==> src/rtl/neg_pkg.sv <==
package neg_pkg;
  localparam int unsigned XLEN       = 64;
  localparam int unsigned IDX_W      = 5;
  localparam int unsigned CR_W       = 4;
  localparam logic [5:0]  PRIMARY_OP = 6'd31;
  localparam logic [8:0]  EXT_OP     = 9'd104;

  typedef struct packed {
    logic             legal;
    logic             ov_en;
    logic             rec;
    logic [IDX_W-1:0] dst;
    logic [IDX_W-1:0] src;
  } neg_dec_t;
endpackage

==> src/rtl/neg_decode.sv <==
module neg_decode
  import neg_pkg::*;
(
  input  logic [31:0] insn_i,
  output neg_dec_t    dec_o
);
  // MSB-first numbering: bit k of the word is insn_i[31-k]
  logic [5:0] prim;
  logic [8:0] ext;

  assign prim = insn_i[31:26];
  assign ext  = insn_i[9:1];

  always_comb begin
    dec_o.legal = (prim == PRIMARY_OP) && (ext == EXT_OP);
    dec_o.ov_en = insn_i[10];
    dec_o.rec   = insn_i[0];
    dec_o.dst   = insn_i[25:21];
    dec_o.src   = insn_i[20:16];
  end
endmodule

==> src/rtl/neg_negate.sv <==
module neg_negate #(
  parameter int unsigned W       = 64,
  parameter bit          USE_SUB = 1'b0
) (
  input  logic [W-1:0] src_i,
  output logic [W-1:0] res_o,
  output logic         ovf_o
);
  localparam logic [W-1:0] MOST_NEG = {1'b1, {(W-1){1'b0}}};

  generate
    if (USE_SUB) begin : g_sub
      assign res_o = '0 - src_i;
    end else begin : g_inv
      assign res_o = ~src_i + W'(1);
    end
  endgenerate

  // sole signed-overflow input
  assign ovf_o = (src_i == MOST_NEG);

  always_comb begin
    assert (ovf_o == (res_o == src_i && src_i != '0))
      else $error("AST_FIXED_POINT");
  end
endmodule

==> src/rtl/neg_flags.sv <==
module neg_flags #(
  parameter int unsigned W = 64
) (
  input  logic [W-1:0] res_i,
  input  logic         ovf_i,
  input  logic         ov_en_i,
  input  logic         ov_i,
  input  logic         so_i,
  output logic         ov_o,
  output logic         so_o,
  output logic [3:0]   cr_o
);
  logic lt, eq, gt;

  always_comb begin
    if (ov_en_i) begin
      ov_o = ovf_i;
      so_o = so_i | ovf_i;
    end else begin
      ov_o = ov_i;
      so_o = so_i;
    end
  end

  assign lt   = res_i[W-1];
  assign eq   = (res_i == '0);
  assign gt   = !lt && !eq;
  assign cr_o = {lt, gt, eq, so_o};

  always_comb begin
    assert ($countones(cr_o[3:1]) == 1) else $error("AST_CR_ONE_HOT");
    assert (!(so_i && !so_o)) else $error("AST_SO_NEVER_CLEARS");
  end
endmodule

==> src/rtl/neg_exec_unit.sv <==
module neg_exec_unit
  import neg_pkg::*;
#(
  parameter int unsigned W       = XLEN,
  parameter bit          USE_SUB = 1'b0
) (
  input  logic             clk_i,
  input  logic             rst_ni,
  input  logic             valid_i,
  input  logic [31:0]      insn_i,
  input  logic [W-1:0]     src_i,
  input  logic             ov_i,
  input  logic             so_i,
  output logic [IDX_W-1:0] src_idx_o,
  output logic             valid_o,
  output logic             illegal_o,
  output logic [IDX_W-1:0] dst_idx_o,
  output logic             rd_we_o,
  output logic [W-1:0]     result_o,
  output logic             xer_we_o,
  output logic             ov_o,
  output logic             so_o,
  output logic             cr_we_o,
  output logic [CR_W-1:0]  cr_o
);
  localparam logic [W-1:0] MOST_NEG = {1'b1, {(W-1){1'b0}}};

  neg_dec_t        dec;
  logic [W-1:0]    res_d;
  logic            ovf_d;
  logic            ov_d, so_d;
  logic [CR_W-1:0] cr_d;
  logic            fire;

  neg_decode u_dec (
    .insn_i (insn_i),
    .dec_o  (dec)
  );

  neg_negate #(.W(W), .USE_SUB(USE_SUB)) u_neg (
    .src_i (src_i),
    .res_o (res_d),
    .ovf_o (ovf_d)
  );

  neg_flags #(.W(W)) u_flags (
    .res_i   (res_d),
    .ovf_i   (ovf_d),
    .ov_en_i (dec.ov_en),
    .ov_i    (ov_i),
    .so_i    (so_i),
    .ov_o    (ov_d),
    .so_o    (so_d),
    .cr_o    (cr_d)
  );

  assign src_idx_o = dec.src;
  assign fire      = valid_i && dec.legal;

  always_ff @(posedge clk_i or negedge rst_ni) begin
    if (!rst_ni) begin
      valid_o   <= 1'b0;
      illegal_o <= 1'b0;
      rd_we_o   <= 1'b0;
      xer_we_o  <= 1'b0;
      cr_we_o   <= 1'b0;
      dst_idx_o <= '0;
      result_o  <= '0;
      ov_o      <= 1'b0;
      so_o      <= 1'b0;
      cr_o      <= '0;
    end else begin
      valid_o   <= valid_i;
      illegal_o <= valid_i && !dec.legal;
      rd_we_o   <= fire;
      xer_we_o  <= fire && dec.ov_en;
      cr_we_o   <= fire && dec.rec;
      if (valid_i) begin
        dst_idx_o <= dec.dst;
        result_o  <= res_d;
        ov_o      <= ov_d;
        so_o      <= so_d;
        cr_o      <= cr_d;
      end
    end
  end

  AST_IDLE_NO_WRITE: assert property (@(posedge clk_i) disable iff (!rst_ni)
    !valid_o |-> !(rd_we_o || xer_we_o || cr_we_o || illegal_o));
  AST_ILLEGAL_NO_WRITE: assert property (@(posedge clk_i) disable iff (!rst_ni)
    illegal_o |-> !(rd_we_o || xer_we_o || cr_we_o));
  AST_NEGATE_SUM: assert property (@(posedge clk_i) disable iff (!rst_ni)
    rd_we_o |-> (result_o + $past(src_i)) == '0);
  AST_NO_OVERFLOW: assert property (@(posedge clk_i) disable iff (!rst_ni)
    xer_we_o |-> ov_o == (result_o == MOST_NEG));
  AST_SO_STICKY: assert property (@(posedge clk_i) disable iff (!rst_ni)
    xer_we_o |-> so_o == ($past(so_i) || ov_o));
  AST_CR_SO_COPY: assert property (@(posedge clk_i) disable iff (!rst_ni)
    cr_we_o |-> cr_o[0] == so_o);
  AST_CR_SIGN: assert property (@(posedge clk_i) disable iff (!rst_ni)
    cr_we_o |-> cr_o[3:1] == {result_o[W-1], !result_o[W-1] && result_o != '0, result_o == '0});
endmodule

==> config.mk <==
export PLATFORM = sky130hd
export DESIGN_NAME = neg_exec_unit
export DESIGN_NICKNAME = d
export VERILOG_FILES = /design/src/rtl/neg_pkg.sv /design/src/rtl/neg_decode.sv /design/src/rtl/neg_negate.sv /design/src/rtl/neg_flags.sv /design/src/rtl/neg_exec_unit.sv
export SDC_FILE = /design/constraint.sdc
export NUM_CORES = 1
export LEC_CHECK = 0
export ABC_AREA = 1
export ABC_CLOCK_PERIOD_IN_PS = 800
export CAP_MARGIN = 20
export CORE_MARGIN = 5
export CORE_UTILIZATION = 47
export DETAILED_ROUTE_END_ITERATION = 16
export PLACE_DENSITY = 0.92
export SETUP_SLACK_MARGIN = 0.1
export SLEW_MARGIN = 20
export SYNTH_ARGS = -nofsm -noshare
export SYNTH_HDL_FRONTEND = slang
export SYNTH_SLANG_ARGS = --single-unit
==> constraint.sdc <==
create_clock -name clk_i -period 0.8 [get_ports clk_i]
set_input_delay 0.16 -clock clk_i [delete_from_list [all_inputs] [get_ports clk_i]]
set_output_delay 0.16 -clock clk_i [all_outputs]
set_load 0.01 [all_outputs]
==> flow_metrics.tcl, run 1 <==
set metrics [dict create \
    status "stopped before the end" \
    flow.stopped_at "5_1_grt" \
    tool.error "[ERROR DPL-0038] Utilization greater than 100%, impossible to legalize" \
    ys_warn_count 0 \
    hpwl_mm 18.5 \
    clock_sinks 78 \
    yosys.cell_types.count 32 \
    synth_nets 956 \
    start_util_pct 47.8 \
    clockBufferDepth 2 \
    synthCells 853 \
    grt-worst-endpoint "cr_o[2]$_DFFE_PN0P_/D" \
    cts_buffers 9 \
    postPlaceCellArea_sq_um 9000 \
    grt_max_degree 39 \
    worst-ep-kind "sequential cell input" \
    synth-seq-cells 78 \
    htreeDepth 3 \
    gp_congestion 1.10 \
    yosysSeqAreaShare_pct 35.7 \
    root_buffer "clkbuf_16" \
    die_h_microns 118 \
    dieWidth_microns 118 \
    num_io_pins 186 \
    syn_area_sq_um 5460 \
    num_rows 39 \
    io_buffers 170 \
    synth.avg_cell_area_sq_um 6.40 \
]
==> cell usage after synthesis <==
cell / count / share of area, %
o21ai_1: 3 / 0.27
nand2_1: 319 / 22
o21ai_0: 32 / 2.9
nor2_2: 8 / 0.92
ha_1: 2 / 0.46
nor2_4: 10 / 2.1
nand2_4: 3 / 0.62
nand3_1: 48 / 4.4
buf_6: 1 / 0.21
clkbuf_1: 14 / 0.96
xnor2_1: 1 / 0.16
nand4_1: 7 / 0.80
and3_1: 1 / 0.11
a21oi_1: 4 / 0.37
buf_1: 1 / 0.069
inv_2: 3 / 0.21
nand3_2: 1 / 0.18
dfrtp_1: 78 / 36
nor4_1: 1 / 0.11
o21a_1: 1 / 0.14
a31oi_1: 25 / 2.9
buf_4: 7 / 0.96
o21bai_2: 3 / 0.62
nand2_2: 10 / 1.1
inv_1: 59 / 4.1
nor2_1: 178 / 12
nor3_1: 1 / 0.092
nor2_8: 4 / 1.5
and2_1: 1 / 0.11
o21bai_1: 6 / 0.82
xor2_1: 5 / 0.80
nand3b_1: 16 / 2.2
==> kinds of logic after synthesis <==
family                   synth area share (%)
AO/OA/AOI/OAI                            8.02
XOR/XNOR                                0.962
adder cells (fa/ha/maj)                 0.458
buffers and inverters                    6.46
flip-flops                               35.7
AND/OR/NAND/NOR                          48.4
==> per-stage QoR <==
stage                     setup TNS, ns  util (%)  setup WS, ns  hold slack, ns  std cells
after CTS                        -66.46      94.7        -0.927           0.211       1433
after detailed placement        -106.88      78.8         -1.82          0.0395       1355
after global placement           -99.62      78.8         -1.67          0.0328       1355
after floorplan                  -21.60         -        -0.798          -0.136        853
==> what timing repair did <==
action                                  4_1_cts
cloned                                        0
buffers inserted                             73
endpoints found under the setup margin      157
endpoints found under the hold margin        78
gates resized for setup                     735
hold buffers                                  1
pin swaps                                   191
==> inputs of run 2 (changes only) <==
- CORE_UTILIZATION: 47 -> 40
- PLACE_DENSITY: 0.92 -> not set
- PLACE_DENSITY_LB_ADDON: not set -> 0.15
- SETUP_SLACK_MARGIN: 0.1 -> not set
==> run 2 against run 1 <==
The flow now finishes, with violations (negative setup slack). Area after synthesis stayed put. Synthesized cell count stayed put.
==> flow_metrics.tcl, run 2 <==
set metrics [dict create \
    status "complete, but fails checks" \
    violations "negative setup slack" \
    crit_buf_inv 2 \
    num_antenna_cells 0 \
    yosys.cell_types.count 32 \
    p_leak_nw 5.94 \
    post-route-period-util_pct 262 \
    drt_iter0_drc 1120 \
    cellPowerDensity_nw_per_um2 1090 \
    worst-endpoint-arrival_ns 2.36 \
    drt_wl_total_mm 35.9 \
    worst_skew_pair.late_latency_ns 0.37 \
    final_cells 1549 \
    synth_nets 956 \
    fin_skew_ns 0 \
    reg2regPathDepth 3 \
    crit_required_ns 1.07 \
    worstPathCellList "buf_2 > nor2_4 > nand2_4 > nor2_4 > nand2_2 > nor2_4 > nand3b_1 > nand2_1 > nand2_1 > nor2_1 > nand2_1 > nor2_1 > nand3_1 > nand2_1 > inv_1" \
    end_kind "flop" \
    r2r-end "result_o[30]" \
    slowest_delay_ns 0.27 \
    num_vias 9160 \
    min_path_type "in2reg" \
    io_buffers 170 \
    postPlaceCellArea_sq_um 9320 \
    ff2ff_setup_slack_ns -0.14 \
    top_regs "result_o x64, dst_idx_o x5, cr_o x3" \
    crit_slowest_cell "nor2_4" \
    synth-seq-cells 78 \
    synthTopCellsByArea "dfrtp_1 (36%), nand2_1 (22%), nor2_1 (12%)" \
    grt-ovfl-total 0 \
    hold_viol 0 \
    num_io_pins 186 \
    netlist_top_cells_count "nand2_1 (319), nor2_1 (178), dfrtp_1 (78)" \
    drt-vias-per-instance 5.91 \
    grt_pass1_vias 8206 \
    antenna_found_initial 0 \
    path_max_fanout 6 \
    synthCells 853 \
    reg2reg_from "result_o[30]" \
    synth_top_cell_area_share_pct 35.7 \
    clock_sinks 78 \
    yosysSeqAreaShare_pct 35.7 \
    synth.avg_cell_area_sq_um 6.40 \
    fin_setup_tns_ns -55.95 \
    area_delta_synth_final_pct 123 \
    dieArea_sq_um 16100 \
    gp_congestion 0.991 \
    grt_max_degree 36 \
    grt_use_total_pct 34.5 \
    yosysMostFrequentCell "nand2_1" \
    syn_area_sq_um 5460 \
    crit_path_end "cr_o[2]" \
    startpoint_type "input pin" \
    synth_enable_flop_cells 0 \
    worst_path_most_repeated_cell "nand2_1" \
    peakVddDrop_mv 1.05 \
    regMostFlops "result_o" \
    coreArea_sq_um 13300 \
    wire_per_inst_microns 23.1 \
    worst_slew_pin_slew_ns 0.389 \
    drive_gt1_share_pct 65.5 \
    slew_headroom_pct 73.9 \
    slew_viol_final 0 \
    place_inst 1420 \
    clk_pin_slew_worst_paths_ns 0.08 \
    start_util_pct 41.1 \
    grt_pass1_wl_mm 43.5 \
    startpoint "src_i[5]" \
    nets 1471 \
    num_rows 42 \
    cts_tree "yes" \
    fmax_ghz 0.477 \
    period_needed_ns 2.10 \
    clockBufferDepth 2 \
    drc 0 \
    ant_nets 0 \
    final_common_cell "buf_4" \
    die_h_microns 127 \
    cts_buffers 9 \
    dieWidth_microns 127 \
    rsz0062_at_grt "yes" \
    root_buffer "clkbuf_16" \
    n_fill_cell 541 \
    synth_area_leader_cell "dfrtp_1" \
    dr.pass1.iters 7 \
    mostFrequentLayoutCells "buf_4 (271), nand2_1 (195), buf_6 (115)" \
    async_flop_share_pct 100 \
    fin_util_pct 91.5 \
    maxCapViolations 0 \
    largest_register_ffs 64 \
    setup_viol 149 \
    path_delay_family "simple AND/OR/NAND/NOR gates" \
    finalInstanceArea_sq_um 12200 \
    worst_slack_ns -1.30 \
    crit_type "in2reg" \
    hpwl_mm 18.9 \
    synth-main-ff-cell "dfrtp_1" \
    htreeDepth 3 \
    ys_warn_count 0 \
    crit_cells 15 \
]
==> run 2: cell type report <==
| cell class | count | area (sq um) | share of cell area [%] |
|---|---|---|---|
| Clock inverter | 6 | 47.5 | 0.391 |
| Tap cell | 176 | 220 | 1.81 |
| Clock buffer | 10 | 229 | 1.88 |
| Multi-Input combinational cell | 691 | 5030 | 41.3 |
| Timing Repair Buffer | 526 | 4420 | 36.3 |
| Sequential cell | 78 | 1950 | 16.0 |
| Inverter | 62 | 274 | 2.25 |
==> run 2: logic make-up (layout without fill, tap and decap cells) <==
logic type | Yosys count | after routing | share of synthesized area, %
AO/OA/AOI/OAI | 74 | 74 | 8.02
XOR/XNOR | 6 | 6 | 0.962
adder cells (fa/ha/maj) | 2 | 2 | 0.458
buffers and inverters | 85 | 604 | 6.46
flip-flops | 78 | 78 | 35.7
AND/OR/NAND/NOR | 608 | 609 | 48.4
==> run 2: metal layers <==
layer	share of wire, %	vias to the layer above	wire length, microns	GRT usage (%)
met3	10	270	3720	5.38
met4	7.6	0	2730	16.0
met2	47	804	16800	57.0
met5	0	-	0	0
li1	-	3754	-	-
met1	35	4332	12600	44.5
==> run 2: repair_timing <==
action / CTS / global route
endpoints found under the hold margin: 78 / 0
pin swaps: 212 / 103
buffers inserted: 61 / 68
setup endpoints to repair: 157 / 157
cloned: 1 / 0
resized for setup: 814 / 338
hold buffers: 1 / 0
==> run 2: worst register-to-register path, stage by stage, from the launching register on <==
cell and delay (ns):
dfrtp_1 0.41, buf_4 0.14, nor2_1 0.21, a31oi_4 0.05
==> run 2: how the worst min path moves through the flow <==
stage,startpoint,endpoint,cells past startpoint
final,insn_i[9],rd_we_o,4
after global routing,insn_i[9],rd_we_o,4
after CTS,rst_ni,cr_o[1],2
after detailed placement,rst_ni,result_o[26],1
after global placement,rst_ni,result_o[26],1
after floorplan,rst_ni,cr_o[0],0
==> run 2: power breakdown <==
group	total (mW)	internal, mW	switching, mW
clock network	4.19	2.14	2.05
logic	4.59	2.19	2.40
registers	4.53	4.28	0.253
==> run 2: through the flow <==
| stage | hold slack (ns) | worst slack, ns | power, mW |
|---|---|---|---|
| 2_1_floorplan | -0.136 | -0.798 | 5.59 |
| 3_3_place_gp | 0.0264 | -1.78 | 7.89 |
| 3_5_place_dp | 0.0250 | -1.82 | 7.92 |
| 4_1_cts | 0.190 | -0.925 | 12.3 |
| 5_1_grt | 0.164 | -1.30 | 13.6 |
| 6_report | 0.141 | -1.30 | 13.3 |
Power figures use the tool's default switching activity.
==> inputs of run 3 (changes only) <==
- ABC_CLOCK_PERIOD_IN_PS: 800 -> 2050
- HOLD_SLACK_MARGIN: not set -> 0.08
- clock period: 0.8 -> 2.05 ns (I/O delays scaled with it)
==> run 3 against run 2 <==
The run now ends clean. Cell count is 3.6% lower. Routed wire length is 31% lower. Count of clock-buffer cells in the layout is 1 lower. Cell area is 13% lower. Critical path depth is 2 higher. Sequential cell count stayed put. Worst setup slack better by 1.4 ns. Worst hold slack better by 0.33 ns. Highest routed layer unchanged.
==> flow_metrics.tcl, run 3 (synthesized netlist as in run 2, its figures left out) <==
set metrics [dict create \
    status "completed" \
    postPlaceCellArea_sq_um 9120 \
    clockBufferDepth 2 \
    ant_nets 0 \
    crit_type "in2reg" \
    cts_buffers 9 \
    hpwl_mm 18.3 \
    fmax_ghz 0.508 \
    largest_register_ffs 64 \
    whs_path_depth 2 \
    io_buffers 170 \
    maxCapViolations 0 \
    hold_viol 0 \
    min_path_type "reg2reg" \
    drc 0 \
    reg2regPathDepth 4 \
    top_regs "result_o x64, dst_idx_o x5, cr_o x3" \
    mostFrequentLayoutCells "buf_4 (283), nand2_1 (259), clkdlybuf4s50_1 (108)" \
    hp-start "dst_idx_o[4]" \
    coreArea_sq_um 13300 \
    period_needed_ns 1.97 \
    dr.pass1.iters 5 \
    seqPwrFrac_pct 36.8 \
    startpoint_type "input pin" \
    drt_wl_total_mm 24.7 \
    setup_viol 0 \
    p_int_mw 3.25 \
    wire_per_inst_microns 16.6 \
    clock_sinks 78 \
    end_kind "flop" \
    worst-endpoint-arrival_ns 2.23 \
    post-route-period-util_pct 96.1 \
    num_io_pins 186 \
    regMostFlops "result_o" \
    area.sequential_sq_um 1950 \
    slew_viol_final 0 \
    peakVddDrop_mv 0.323 \
    grt_max_degree 45 \
    drt-vias-per-instance 4.99 \
    num_vias 7450 \
    start_util_pct 41.1 \
    grt-ovfl-total 0 \
    r2r-end "cr_o[2]" \
    power_mw 4.75 \
    antenna_found_initial 0 \
    cellPowerDensity_nw_per_um2 446 \
    drive_gt1_share_pct 45.4 \
    area_delta_synth_final_pct 94.7 \
    nets 1415 \
    die_h_microns 127 \
    finalInstanceArea_sq_um 10600 \
    combPwrFrac_pct 29.6 \
    cts_tree "yes" \
    switchingPower_mw 1.50 \
    dieWidth_microns 127 \
    crit_required_ns 2.31 \
    worst_skew_pair.late_latency_ns 0.36 \
    p_leak_nw 5.12 \
    root_buffer "clkbuf_16" \
    gp_congestion 0.977 \
    whs_endpoint "dst_idx_o[4]" \
    num_rows 42 \
    drt_iter0_drc 609 \
    grt_pass1_vias 7277 \
    ff2ff_setup_slack_ns 1.30 \
    n_fill_cell 983 \
    reg2reg_from "cr_o[2]" \
    grt_use_total_pct 29.8 \
    fin_skew_ns 0 \
    swShare_pct 31.6 \
    final_common_cell "buf_4" \
    path_max_fanout 3 \
    slew_headroom_pct 68.1 \
    worst_slew_pin_slew_ns 0.478 \
    multiInputGateArea_sq_um 4040 \
    clk_pin_slew_worst_paths_ns 0.06 \
    grt_pass1_wl_mm 37.7 \
    clockPowerShare_pct 33.6 \
    htreeDepth 3 \
    dieArea_sq_um 16100 \
]
==> run 3: changes by cell type in the layout (fill, tap and decap cells not counted), moves of 27 or more <==
cell,before,now
buf_2,59,3
clkdlybuf4s50_1,11,108
o21ai_2,28,1
nand2_2,95,57
o21ai_0,1,32
nor2_4,94,52
nor2_2,36,65
nand2_1,195,259
buf_6,115,18
==> run 3: layout make-up <==
class,instances,share of cell area (%)
Antenna cell,1,0.0235
Clock buffer,9,2.12
Clock inverter,7,0.576
Inverter,62,2.26
Multi-Input combinational cell,691,38.0
Sequential cell,78,18.4
Tap cell,176,2.07
Timing Repair Buffer,470,36.6
==> run 3: layer usage <==
| metal | up-vias | wire length [microns] | global-route usage (%) |
|---|---|---|---|
| li1 | 3621 | - | - |
| met1 | 3486 | 10800 | 40.3 |
| met2 | 287 | 11500 | 48.3 |
| met3 | 56 | 1700 | 5.25 |
| met4 | 0 | 684 | 10.0 |
| met5 | - | 0 | 0 |
==> run 3: worst max-delay path, cell delays in order <==
cell,delay (ns)
clkbuf_2,0.11
nor2_2,0.19
nand2_2,0.08
buf_4,0.15
nor2_4,0.16
buf_6,0.12
nand2_1,0.05
o21bai_2,0.17
nand2_1,0.07
nor2_1,0.10
nand2_1,0.09
nor2_1,0.11
nand2_1,0.10
nor2_2,0.13
nand3_2,0.09
nand2_1,0.06
inv_1,0.03
==> run 3: timing repair <==
action,CTS,global route
endpoints found under the hold margin,33,0
hold buffers,1,0
setup buffers,38,17
resized for setup,206,227
cloned,1,0
setup endpoints to repair,18,7
pin swaps,102,125
==> run 3: worst max-delay path by stage <==
stage / start / to
floorplan: src_i[0] / cr_o[2]
global placement: src_i[2] / cr_o[2]
detailed placement: src_i[1] / cr_o[2]
CTS: src_i[16] / cr_o[2]
global route: src_i[13] / cr_o[2]
finish: src_i[13] / cr_o[2]
==> run 3: power by group through the flow <==
stage / Clock (mW) / Sequential [mW] / Combinational (mW)
global placement: 0 / 1.77 / 1.25
floorplan: 0 / 1.83 / 0.331
finish: 1.60 / 1.75 / 1.41
detailed placement: 0 / 1.77 / 1.26
global route: 1.67 / 1.76 / 1.51
CTS: 1.61 / 1.74 / 1.31
==> run 3: through the flow <==
step	setup TNS [ns]	hold slack, ns	setup WS (ns)	utilization [%]	instances
6_report	0	0.474	0.0809	80.0	1494
5_1_grt	-0.0640	0.492	-0.0412	80.0	1493
4_1_cts	0	0.476	0.00134	76.1	1477
3_5_place_dp	-17.72	0.396	-0.737	68.6	1421
3_3_place_gp	-15.95	0.395	-0.752	68.6	1421
2_1_floorplan	0	0.114	0.0352	-	853
